## config.mk

```make
export PLATFORM = sky130hd
export DESIGN_NAME = lldsc_unit
export DESIGN_NICKNAME = d
export VERILOG_FILES = /design/src/rtl/lldsc_pkg.sv /design/src/rtl/lldsc_seq.sv /design/src/rtl/lldsc_stage.sv /design/src/rtl/lldsc_unit.sv
export SDC_FILE = /design/constraint.sdc
export NUM_CORES = 1
export LEC_CHECK = 0
export BUFFER_PORTS_ARGS = -buffer_cell sky130_fd_sc_hd__buf_2
export CORE_MARGIN = 2
export CORE_UTILIZATION = 45
export CTS_CLUSTER_DIAMETER = 120
export DETAILED_ROUTE_END_ITERATION = 7
export MAX_ROUTING_LAYER = met4
export PLACE_DENSITY = 0.74
export SLEW_MARGIN = 0
export SYNTH_ARGS = -nofsm -noshare
export SYNTH_HDL_FRONTEND = slang
export SYNTH_SLANG_ARGS = --single-unit
```

## constraint.sdc

```tcl
create_clock -name clk -period 4.9 [get_ports clk]
set_input_delay 0.49 -clock clk [delete_from_list [all_inputs] [get_ports clk]]
set_output_delay 0.49 -clock clk [all_outputs]
set_load 0.05 [all_outputs]
```

## src/rtl/lldsc_pkg.sv

```systemverilog
package lldsc_pkg;
    localparam int ALIGN_BITS = 3;

    typedef enum logic [2:0] {
        ST_IDLE,
        ST_XLAT,
        ST_ISSUE,
        ST_WAIT,
        ST_WB
    } lldsc_state_e;

    typedef enum logic [1:0] {
        OP_SET_HI = 2'd0,
        OP_SET_LO = 2'd1,
        OP_LL     = 2'd2,
        OP_SC     = 2'd3
    } lldsc_op_e;
endpackage

```

## src/rtl/lldsc_seq.sv

```systemverilog
module lldsc_seq
    import lldsc_pkg::*;
#(
    parameter int VA_W = 32,
    parameter int PA_W = 40,
    parameter int DDW  = 64
) (
    input  logic            clk,
    input  logic            rst_n,
    input  logic            start,
    input  logic            start_is_sc,
    input  logic [VA_W-1:0] start_vaddr,
    output logic            busy,
    output logic            fault,
    output logic            xlat_req,
    output logic [VA_W-1:0] xlat_vaddr,
    input  logic            xlat_ack,
    input  logic            xlat_fault,
    input  logic [PA_W-1:0] xlat_paddr,
    output logic            mem_req,
    output logic            mem_is_sc,
    output logic [PA_W-1:0] mem_addr,
    input  logic            mem_gnt,
    input  logic            mem_rsp_valid,
    input  logic [DDW-1:0]  mem_rsp_data,
    output logic            wb_en,
    output logic            wb_is_sc,
    output logic [DDW-1:0]  wb_data
);
    typedef struct packed {
        lldsc_state_e    st;
        logic            is_sc;
        logic            fault;
        logic [VA_W-1:0] vaddr;
        logic [PA_W-1:0] paddr;
        logic [DDW-1:0]  rdata;
    } seq_t;

    seq_t s_d, s_q;

    always_comb begin
        s_d = s_q;
        unique case (s_q.st)
            ST_IDLE: begin
                if (start) begin
                    s_d.st    = ST_XLAT;
                    s_d.is_sc = start_is_sc;
                    s_d.fault = 1'b0;
                    s_d.vaddr = {start_vaddr[VA_W-1:ALIGN_BITS], ALIGN_BITS'(0)};
                end
            end
            ST_XLAT: begin
                if (xlat_ack) begin
                    if (xlat_fault) begin
                        s_d.st    = ST_IDLE;
                        s_d.fault = 1'b1;
                    end else begin
                        s_d.st    = ST_ISSUE;
                        s_d.paddr = {xlat_paddr[PA_W-1:ALIGN_BITS], ALIGN_BITS'(0)};
                    end
                end
            end
            ST_ISSUE: if (mem_gnt) s_d.st = ST_WAIT;
            ST_WAIT: begin
                if (mem_rsp_valid) begin
                    s_d.st    = ST_WB;
                    s_d.rdata = mem_rsp_data;
                end
            end
            ST_WB:   s_d.st = ST_IDLE;
            default: s_d.st = ST_IDLE;
        endcase
    end

    always_ff @(posedge clk or negedge rst_n) begin
        if (!rst_n) s_q <= '{st: ST_IDLE, default: '0};
        else        s_q <= s_d;
    end

    assign busy       = (s_q.st != ST_IDLE);
    assign fault      = s_q.fault;
    assign xlat_req   = (s_q.st == ST_XLAT);
    assign xlat_vaddr = s_q.vaddr;
    assign mem_req    = (s_q.st == ST_ISSUE);
    assign mem_is_sc  = s_q.is_sc;
    assign mem_addr   = s_q.paddr;
    assign wb_en      = (s_q.st == ST_WB);
    assign wb_is_sc   = s_q.is_sc;
    assign wb_data    = s_q.rdata;
endmodule

```

## src/rtl/lldsc_stage.sv

```systemverilog
module lldsc_stage #(
    parameter int DW = 32
) (
    input  logic            clk,
    input  logic            rst_n,
    input  logic            set_hi,
    input  logic            set_lo,
    input  logic [DW-1:0]   set_data,
    input  logic            wb_en,
    input  logic            wb_is_sc,
    input  logic [2*DW-1:0] wb_data,
    output logic [DW-1:0]   hi,
    output logic [DW-1:0]   lo
);
    typedef struct packed {
        logic [DW-1:0] hi;
        logic [DW-1:0] lo;
    } stage_t;

    stage_t r_d, r_q;

    always_comb begin
        r_d = r_q;
        if (set_hi) r_d.hi = set_data;
        if (set_lo) r_d.lo = set_data;
        if (wb_en) begin
            r_d.lo = wb_data[DW-1:0];
            if (!wb_is_sc) r_d.hi = wb_data[2*DW-1:DW];
        end
    end

    always_ff @(posedge clk or negedge rst_n) begin
        if (!rst_n) r_q <= '0;
        else        r_q <= r_d;
    end

    assign hi = r_q.hi;
    assign lo = r_q.lo;
endmodule

```

## src/rtl/lldsc_unit.sv

```systemverilog
module lldsc_unit
    import lldsc_pkg::*;
#(
    parameter int DW   = 32,
    parameter int VA_W = 32,
    parameter int PA_W = 40,
    localparam int DDW = 2 * DW
) (
    input  logic            clk,
    input  logic            rst_n,
    input  logic            wr_en,
    input  logic [1:0]      wr_op,
    input  logic [DW-1:0]   wr_data,
    output logic [DW-1:0]   word_hi,
    output logic [DW-1:0]   word_lo,
    output logic            stall,
    output logic            fault,
    output logic            xlat_req,
    output logic [VA_W-1:0] xlat_vaddr,
    input  logic            xlat_ack,
    input  logic            xlat_fault,
    input  logic [PA_W-1:0] xlat_paddr,
    output logic            mem_req,
    output logic            mem_is_sc,
    output logic [PA_W-1:0] mem_addr,
    output logic [DDW-1:0]  mem_wdata,
    input  logic            mem_gnt,
    input  logic            mem_rsp_valid,
    input  logic [DDW-1:0]  mem_rsp_data
);
    logic            busy, accept, start, set_hi, set_lo;
    logic            wb_en, wb_is_sc;
    logic [DDW-1:0]  wb_data;
    logic [VA_W-1:0] start_vaddr;

    assign accept      = wr_en && !busy;
    assign start       = accept && (wr_op == OP_LL || wr_op == OP_SC);
    assign set_hi      = accept && (wr_op == OP_SET_HI);
    assign set_lo      = accept && (wr_op == OP_SET_LO);
    assign start_vaddr = VA_W'(wr_data);

    lldsc_seq #(.VA_W(VA_W), .PA_W(PA_W), .DDW(DDW)) u_seq (
        .clk(clk), .rst_n(rst_n),
        .start(start), .start_is_sc(wr_op == OP_SC), .start_vaddr(start_vaddr),
        .busy(busy), .fault(fault),
        .xlat_req(xlat_req), .xlat_vaddr(xlat_vaddr),
        .xlat_ack(xlat_ack), .xlat_fault(xlat_fault), .xlat_paddr(xlat_paddr),
        .mem_req(mem_req), .mem_is_sc(mem_is_sc), .mem_addr(mem_addr),
        .mem_gnt(mem_gnt), .mem_rsp_valid(mem_rsp_valid), .mem_rsp_data(mem_rsp_data),
        .wb_en(wb_en), .wb_is_sc(wb_is_sc), .wb_data(wb_data)
    );

    lldsc_stage #(.DW(DW)) u_stage (
        .clk(clk), .rst_n(rst_n),
        .set_hi(set_hi), .set_lo(set_lo), .set_data(wr_data),
        .wb_en(wb_en), .wb_is_sc(wb_is_sc), .wb_data(wb_data),
        .hi(word_hi), .lo(word_lo)
    );

    assign stall     = busy;
    assign mem_wdata = {word_hi, word_lo};
endmodule

```

Word level (Yosys, flattened, before mapping)
Cells that the tools add are included.
{ "word_totals": {"regBits": 199, "in_bits": 145, "output_inout_bits": 205, "word_cells": 50} }
{ "op_classes": {"eq_ne": 12, "muxes": 13, "n_bitwise": 1, "n_reduce_logical": 16} }
{ "op_table": {"columns": ["operator", "count"], "rows": [
  ["2-to-1 mux 32 bit", 3],
  ["2-to-1 mux 64 bit", 1],
  ["2-to-1 mux 37 bit", 1],
  ["one-hot mux 3 bit (4 select lines)", 1],
  ["2-to-1 mux 3 bit", 3],
  ["AND reduction 4 bit", 2],
  ["== test 3 x 2 -> 1 bit, second input constant", 2],
  ["!= test 2 x 1 -> 1 bit, second input constant", 3],
  ["== test 2 bit, second input constant", 2],
  ["logical AND 1 bit", 4],
  ["!= test 2 bit, second input constant", 2],
  ["AND reduction 2 bit", 2],
  ["nonzero test 2 bit", 2],
  ["== test 3 x 1 -> 1 bit, second input constant", 1],
  ["== test 3 bit, second input constant", 1],
  ["logical NOT 3 bit", 1],
  ["AND reduction 3 bit", 1],
  ["nonzero test 3 bit", 1],
  ["== test 2 x 1 -> 1 bit, second input constant", 1],
  ["logical NOT 2 bit", 1],
  ["2-to-1 mux 1 bit", 2],
  ["2-to-1 mux 2 bit", 1],
  ["one-hot mux 1 bit (2 select lines)", 1],
  ["logical NOT 1 bit", 1],
  ["other kinds (2)", 2]
]} }

Logic depth before layout (Yosys ltp)
Gate-level depths: netlist (run 1).
{ "depth": {"ltp_word": 7, "ltp_mapped": 6, "depth_no_buf": 3} }

Cells and area by module
Synthesis (run 1) repeated with hierarchy kept, for this count alone.
{ "unflattened": {"cells_unflattened": 752, "hier_area_um2": 10286.1} }
{ "by_module_without_submodules": {"columns": ["module", "instances", "cells_each", "area_per_inst_um2", "seq_area_each_um2"], "rows": [
  ["lldsc_seq", 1, 440, 6462.4, 3378.2],
  ["lldsc_stage", 1, 244, 3298.2, 1601.5],
  ["lldsc_unit", 1, 68, 525.5, 0.0]
]} }

Worst setup path after synthesis (run 1)
Ideal clock, no wire load.
{ "synth_path": {"path_type": "flip-flop to flip-flop", "start": "register u_seq.s_q[140] (netlist name)", "end": "register u_seq.s_q (netlist bit u_seq.mem_is_sc)", "setup_time_ps": 125, "t_arrival_ps": 1649, "required_ps": 4775, "slack_ps": 3127, "stages_incl_launch_ff": 6, "path_buffers": 2, "synth_period_minus_slack_ps": 1773, "path_cell_list": "dfrtp_1 > buf_2 > or3_4 > nor2_2 > buf_4 > mux2_2"} }
{ "synth_between": {"elab_chain_cells": 5, "word_cells_on_any_way": 6, "classes_between": "reduce/logical (6)"} }
{ "synth_lines": {"columns": ["element", "line_no", "source"], "rows": [
  ["from (decl)", "lldsc_seq.sv:39", "seq_t s_d, s_q;"],
  ["from (signal assigned)", "lldsc_seq.sv:76", "if (!rst_n) s_q <= '{st: ST_IDLE, default: '0};"],
  ["from (signal assigned)", "lldsc_seq.sv:77", "else s_q <= s_d;"],
  ["nonzero test 3 bit", "lldsc_seq.sv:80", "assign busy = (s_q.st != ST_IDLE);"],
  ["named net stall", "lldsc_unit.sv:16", "output logic stall,"],
  ["logical NOT 1 bit", "lldsc_unit.sv:36", "assign accept = wr_en && !busy;"],
  ["logical AND 1 bit", "lldsc_unit.sv:36", null],
  ["logical AND 1 bit", "lldsc_unit.sv:37", "assign start = accept && (wr_op == OP_LL || wr_op == OP_SC);"],
  ["AND reduction 2 bit (no line)", null, null]
]} }
The timed path passes the listed nets, and every way through them passes these cells.
A chain may end at the register's enable or synchronous reset.

Worst setup path after layout (run 1)
{ "layout_path": {"start": "register u_seq.s_q[139] (netlist name)", "end": "register u_stage.r_q (netlist bit u_stage.lo[28])"} }
{ "layout_between": {"elab_chain_cells": 5, "word_cells_on_any_way": 7, "classes_between": "eq/ne (1); mux (1); reduce/logical (5)"} }
{ "layout_lines": {"columns": ["element", "line_no", "source"], "rows": [
  ["nonzero test 3 bit", "lldsc_seq.sv:80", null],
  ["logical NOT 1 bit", "lldsc_unit.sv:36", null],
  ["logical AND 1 bit", "lldsc_unit.sv:36", null],
  ["logical AND 1 bit", "lldsc_unit.sv:39", "assign set_lo = accept && (wr_op == OP_SET_LO);"],
  ["nonzero test 2 bit (no line)", null, null],
  ["to (signal assigned)", "lldsc_stage.sv:34", "else r_q <= r_d;"],
  ["to (decl)", "lldsc_stage.sv:20", "stage_t r_d, r_q;"]
]} }
Parallel ways exist; a longest one is shown, timed or not.

==> out/qor.csv, run 1 <==
stage,metric,value,unit
run_status,status,"finished, final reports clean",
hold_path,hp-class,in -> async,
detailed_routing,drtIter0Drc,281,
clocking,clockBufferDepth,2,
detailed_routing,drc,0,
worst_setup_path,timing.rr.start,u_seq.s_q[139],
logic_synthesis,synthTopCellsByArea,"dfrtp_1, mux2_2, buf_4, a31oi_1, nand3_1",
clocking,htreeDepth,4,
die,die_width,148,µm
global_route,grt_overflow,0,
job,maxCapViolCount,0,
worst_setup_path,path_max_fanout,21,
die,fp.coreArea,0.0203,mm²
logic_synthesis,synth_seq_area_share,53.2,%
worst_setup_path,crit_buf_inv,1,
worst_setup_path,cp.required,5200,ps
worst_setup_path,start_kind,flop,
sta,relSlewSlack,23.9,%
worst_setup_path,max_stage_delay,730,ps
logic_synthesis,yosysTopAreaCell,dfrtp_1,
logic_synthesis,synth_area_per_cell,12.8,µm²
clocking,cts.hold.buffers_added,0,
sta,finClkSkew,14.0,ps
sta,fin_crit_sh,52.1,%
worst_setup_path,crit_top_cell,mux2_2,
final_layout,final_net_count,1068,
final_layout,area_growth,15.5,%
placement,hpwl,16.0,mm
logic_synthesis,synth_cell_type_count,33,
sta,drv_slew,0,
clocking,cts_tree,done,
worst_setup_path,r2r-end,u_stage.lo[28],
detailed_routing,first_pass_iters,4,
clocking,cts_buffers,17,
detailed_routing,drt_wl_total,23.0,mm
logic_synthesis,async_flop_share,100,%
global_route,grt_use_total,21.3,%
clocking,clk_pin_slew,80,ps
clocking,insertion_delay,430,ps
sta,period_minus_slack,2550,ps
sta,rsz0062_at_grt,false,
die,start_util,46.1,%
die,num_rows,52,
sta,finalSetupViolCount,0,
detailed_routing,post_drt_wl_per_cell,19.1,µm
die,die_area,0.0220,mm²
worst_setup_path,r2r_cells,4,
worst_setup_path,endpoint_kind,flop,
sta,hold-worst-slack,93.9,ps
sta,fin_setup_tns,0,ps
sta,tightest_slew,1140,ps
final_layout,final_common_cell,buf_2,
global_route,grt_pass1_vias,5986,
worst_setup_path,path_cells,nor3b_4 -> buf_4 -> mux2_2 -> mux2_2,
sta,fmax,392,MHz
global_route,grt_max_degree,109,
clocking,postCtsResizedCells,0,
logic_synthesis,yosysTopAreaCellShare,53.2,%
worst_setup_path,worstSetupPathType,reg -> reg,
die,dieHeight,148,µm
logic_synthesis,synth_edf_count,0,
logic_synthesis,synth-seq-cells,199,
worst_setup_path,r2r_slack,2350,ps
worst_setup_path,path_delay_family,simple AND/OR/NAND/NOR gates,
logic_synthesis,syn_area,0.00936,mm²
placement,place.gp.congestion,0.785,
final_layout,drive_above_1_share,62.0,%
clocking,clockRootBuffer,clkbuf_16,
detailed_routing,viasPerCell,5.08,
sta,hold_viol,0,
worst_setup_path,arrival,2860,ps
placement,portBuffers,340,
detailed_routing,drtAntennaViolNets,0,
detailed_routing,num_vias,6128,
clocking,cts_setup_buffers,0,
global_route,antenna_found_initial,1,
worst_setup_path,slowest_stage,nor3b_4,
die,ios,350,
logic_synthesis,ys_warn_count,0,
final_layout,final_cell_mix,"buf_2, dfrtp_1, mux2_2",
logic_synthesis,synth_cells,730,
logic_synthesis,ys.flop_type,dfrtp_1,
clocking,cts_sinks,199,
global_route,grt_pass1_wl,34.4,mm
==> final cells by class <==
class | instances | area [µm²]
antenna | 1 | 2.50
clock buffer | 19 | 453
clock inverter | 12 | 139
fill | 1808 | 9490
inverter | 3 | 11.3
multi-input combinational | 355 | 3110
sequential | 199 | 4980
tap | 270 | 338
timing repair buffer | 347 | 1780
==> cells in the mapped netlist (2+ instances only) <==
library cell	number
dfrtp_1	199
o21ai_0	27
buf_6	12
nor3b_2	2
mux2_1	5
nor2_1	36
nand2_1	3
buf_4	143
mux2_2	190
a31oi_1	32
o21ai_1	5
inv_1	3
buf_2	11
nand3_1	32
clkbuf_1	12
==> stage by stage <==
stage	std cells	utilization (%)	cell area, µm²	worst slack [ps]
2_1_floorplan	735	-	9380	3130
3_3_place_gp	1174	50.3	10200	2350
3_5_place_dp	1174	50.3	10200	2290
4_1_cts	1205	53.2	10800	2300
5_1_grt	1206	53.2	10800	2170
6_report	1206	53.2	10800	2350
==> state kept, by name, summed over array words and instances, names as in the netlist <==
name,cells
u_seq.xlat_vaddr,29
u_stage.hi,32
u_stage.lo,32
u_seq.mem_addr,37
u_seq.wb_data,64
u_seq.fault,1
u_seq.s_q,3
u_seq.mem_is_sc,1
==> routing by layer <==
metal  up-vias  track usage, %  part of all wire, %
met1      3077            27.4                   43
met3        22            4.23                  6.0
met2       242            34.6                   49
met4         0            6.14                  1.2
met5         -               -                    0
li1       2787               -                    -
==> logic make-up (layout without fill, tap and decap cells) <==
logic type,count (synthesis),after routing,share of synthesized area [%]
muxes,196,196,23.7
buffers and inverters,181,381,14.1
AOI/OAI and AO/OA,68,68,4.23
and+or+nand+nor,85,85,4.71
other,1,7,0.0401
DFF,199,199,53.2
==> how the worst max path moves through the flow <==
| stage | startpoint | endpoint | slack, ps | cells after the start |
|---|---|---|---|---|
| after floorplan | u_seq.s_q[140] | u_seq.mem_is_sc | 3130 | 5 |
| after global placement | u_seq.s_q[139] | u_stage.lo[27] | 2350 | 4 |
| after detailed placement | u_seq.s_q[139] | u_stage.lo[12] | 2290 | 4 |
| after CTS | u_seq.s_q[139] | u_stage.lo[28] | 2300 | 4 |
| after global routing | u_seq.s_q[138] | u_stage.lo[12] | 2170 | 4 |
| final | u_seq.s_q[139] | u_stage.lo[28] | 2350 | 4 |
Power of run 1 is left out: the tool's default activity adds up to more than one toggle a clock period on the data nets, which glitch-free logic cannot reach.
==> run 2, diff against run 1 <==
ABC_AREA = 1   (was not set)
clock period = 2.5 ns   (was 4.9 ns; I/O delays follow)
==> run 2 against run 1 <==
Global-route usage increased by 2.5 points. Sequential share of layout area decreased by 1.4 points. Critical path type is now reg -> out. Largest cell class unchanged. Routed wire length increased by 14%. Design area increased by 3.1%. First-iteration DRC count increased by 61%. Cell count increased by 36%. Register-to-register slack got worse by 1600 ps. Flip-flop and latch count unchanged. Clock-buffer cell count unchanged. Area after synthesis increased by 2.2%. Setup slack got worse by 1700 ps. Utilization decreased by 0.090 points.
==> out/qor.csv, run 2 <==
stage,metric,value,unit,change
global_route,grt_overflow,0,,unchanged
global_route,grt_max_degree,98,,was 109
sta,tightest_slew,1060,ps,was 1140 ps
final_layout,final_net_count,1492,,was 1068
final_layout,final_cell_mix,"nand2_1, buf_2, dfrtp_1",,"was buf_2, dfrtp_1, mux2_2"
logic_synthesis,synthTopCellsByArea,"dfrtp_1, nand2_1, buf_4, nand3_1, o21ai_0",,"was dfrtp_1, mux2_2, buf_4, a31oi_1, nand3_1"
clocking,insertion_delay,440,ps,was 430 ps
final_layout,final_util,53.2,%,about the same
logic_synthesis,synth_cells,1161,,was 730
logic_synthesis,syn_area,0.00957,mm²,was 0.00936 mm²
detailed_routing,drtAntennaViolNets,0,,unchanged
placement,hpwl,19.0,mm,was 16.0 mm
logic_synthesis,ys.flop_type,dfrtp_1,,unchanged
global_route,grt.met1_usage,29.4,%,was 27.4%
power,p_leak,6.21,nW,
sta,hold-worst-slack,18.4,ps,was 93.9 ps
worst_setup_path,worstSetupPathType,reg -> out,,was reg -> reg
logic_synthesis,synth_commonest_cells,"nand2_1, dfrtp_1, buf_4",,"was dfrtp_1, mux2_2, buf_4"
logic_synthesis,synth_cell_type_count,21,,was 33
sta,relSlewSlack,29.6,%,was 23.9%
sta,period_minus_slack,1800,ps,
global_route,met2_usage,39.2,%,was 34.6%
logic_synthesis,ys_warn_count,0,,unchanged
sta,fin_ws,698,ps,was 2350 ps
die,dieHeight,150,µm,was 148 µm
detailed_routing,num_vias,8000,,was 6128
global_route,grt_pass1_vias,7482,,was 5986
sta,drv_slew,0,,unchanged
logic_synthesis,async_flop_share,100,%,unchanged
logic_synthesis,synth_area_per_cell,8.24,µm²,was 12.8 µm²
clocking,postCtsResizedCells,0,,unchanged
global_route,antenna_found_initial,0,,was 1
logic_synthesis,synth.most_common_cell,nand2_1,,was dfrtp_1
die,start_util,45.7,%,was 46.1%
hold_path,hold_depth,3,,
detailed_routing,drt_wl_total,26.3,mm,was 23.0 mm
global_route,grt_pass1_wl,39.9,mm,was 34.4 mm
die,ios,350,,unchanged
detailed_routing,first_pass_iters,6,,was 4
clocking,cts_tree,done,,unchanged
worst_setup_path,arrival,1550,ps,was 2860 ps
worst_setup_path,path_cells,inv_2 -> nand3_1 -> inv_1 -> buf_2,,was nor3b_4 -> buf_4 -> mux2_2 -> mux2_2
detailed_routing,drc,0,,unchanged
worst_setup_path,start_kind,flop,,unchanged
logic_synthesis,synth_seq_area_share,52.0,%,was 53.2%
global_route,grt_use_total,23.8,%,was 21.3%
clocking,clockRootBuffer,clkbuf_16,,unchanged
run_status,status,"finished, final reports clean",,unchanged
sta,finalSetupViolCount,0,,unchanged
clocking,cts_buffers,17,,unchanged
die,die_area,0.0224,mm²,was 0.0220 mm²
logic_synthesis,synth-seq-cells,199,,unchanged
final_layout,area_growth,16.4,%,was 15.5%
clocking,clk_pin_slew,80,ps,about the same
clocking,htreeDepth,4,,unchanged
job,maxCapViolCount,0,,unchanged
worst_setup_path,max_stage_delay,400,ps,was 730 ps
detailed_routing,viasPerCell,4.89,,was 5.08
die,fp.coreArea,0.0210,mm²,was 0.0203 mm²
sta,fin_setup_tns,0,ps,unchanged
sta,finClkSkew,11.9,ps,was 14.0 ps
worst_setup_path,slowest_stage,dfrtp_1,,was nor3b_4
final_layout,drive_above_1_share,29.3,%,was 62.0%
logic_synthesis,yosysTopAreaCellShare,52.0,%,was 53.2%
power,ir_worst_vdd,1010,µV,
final_layout,largest_reg_flops,64,,unchanged
global_route,use_met3,4.73,%,was 4.23%
sta,rsz0062_at_grt,false,,unchanged
worst_setup_path,path_max_fanout,8,,was 21
logic_synthesis,yosysTopAreaCell,dfrtp_1,,unchanged
hold_path,hp-class,in -> reg,,was in -> async
sta,fin_crit_sh,72.1,%,
clocking,clockBufferDepth,2,,unchanged
final_layout,antenna_cells,0,,was 1
logic_synthesis,synth_edf_count,0,,unchanged
worst_setup_path,cp.required,2250,ps,was 5200 ps
die,num_rows,53,,was 52
power,cellPowerDensity,1630,mW/mm²,
worst_setup_path,endpoint_kind,output port,,was flop
placement,place.gp.congestion,0.839,,was 0.785
detailed_routing,drtIter0Drc,452,,was 281
detailed_routing,post_drt_wl_per_cell,16.1,µm,was 19.1 µm
placement,place_ws,700,ps,was 2290 ps
die,die_width,150,µm,was 148 µm
placement,portBuffers,340,,unchanged
sta,fmax,555,MHz,
clocking,cts_sinks,199,,unchanged
worst_setup_path,r2r_cells,5,,was 4
global_route,busiest_layer,met2,,unchanged
sta,hold_viol,0,,unchanged
final_layout,final_common_cell,nand2_1,,was buf_2
## run 2: worst paths after layout
| path | endpoint | slack, ps | start |
|---|---|---|---|
| worst max-delay path | mem_req | 700 | u_seq.s_q[140] |
| worst min-delay path | u_seq.wb_data[27] | 20 | mem_rsp_data[27] |
| worst max register to register | u_seq.wb_data[53] | 740 | u_seq.s_q[138] |
| worst min register to register | u_seq.fault | 470 | u_seq.fault |
| max in group asynchronous | u_seq.mem_addr[36] | 1280 | rst_n |
| min in group asynchronous | u_seq.wb_data[1] | 370 | rst_n |
## run 2: timing repair
item / in CTS / in global routing
endpoints found under the hold margin: 69 / 0
setup buffers: 0 / 0
hold buffers: 5 / 0
## run 2: critical path: cells and delay by family, from the launching register on
kind                   cells  cell delay, ps
flip-flops                 1             400
buffers and inverters      3             560
AND/OR/NAND/NOR            1             170
## run 2: area by class of cell
cell class	instances	area, µm²
clock buffer	19	453
clock inverter	13	149
fill	1982	9820
inverter	77	289
multi-input combinational	692	3010
sequential	199	4980
tap	275	344
timing repair buffer	360	1910
## run 2: logic make-up after synthesis
group	Yosys count	share of synthesized area [%]
other cells	1	0.0392
flops	199	52.0
compound gates	129	7.62
buf+inv	275	16.8
simple gates	557	23.5
## run 2: report_power, final
group	internal (W)	switching [W]
clock	0.00140	0.00136
combinational	0.00199	0.00772
sequential	0.00476	0.000904
## run 2: stage by stage
stage | instance area, µm² | instances | power (W)
5_1_grt | 11100 | 1635 | 0.0191
3_5_place_dp | 10500 | 1598 | 0.0155
6_report | 11100 | 1635 | 0.0181
2_1_floorplan | 9590 | 1166 | 0.0145
4_1_cts | 11100 | 1635 | 0.0183
3_3_place_gp | 10500 | 1598 | 0.0153
## run 2: per-layer routing
| metal | share of wire, % | vias to the layer above | routed length (µm) |
|---|---|---|---|
| li1 | - | 3860 | - |
| met1 | 41 | 3750 | 10700 |
| met2 | 49 | 345 | 12900 |
| met3 | 7.2 | 45 | 1880 |
| met4 | 2.8 | 0 | 731 |
| met5 | 0 | - | 0 |
Note: power is estimated with default switching activity, not from simulation.
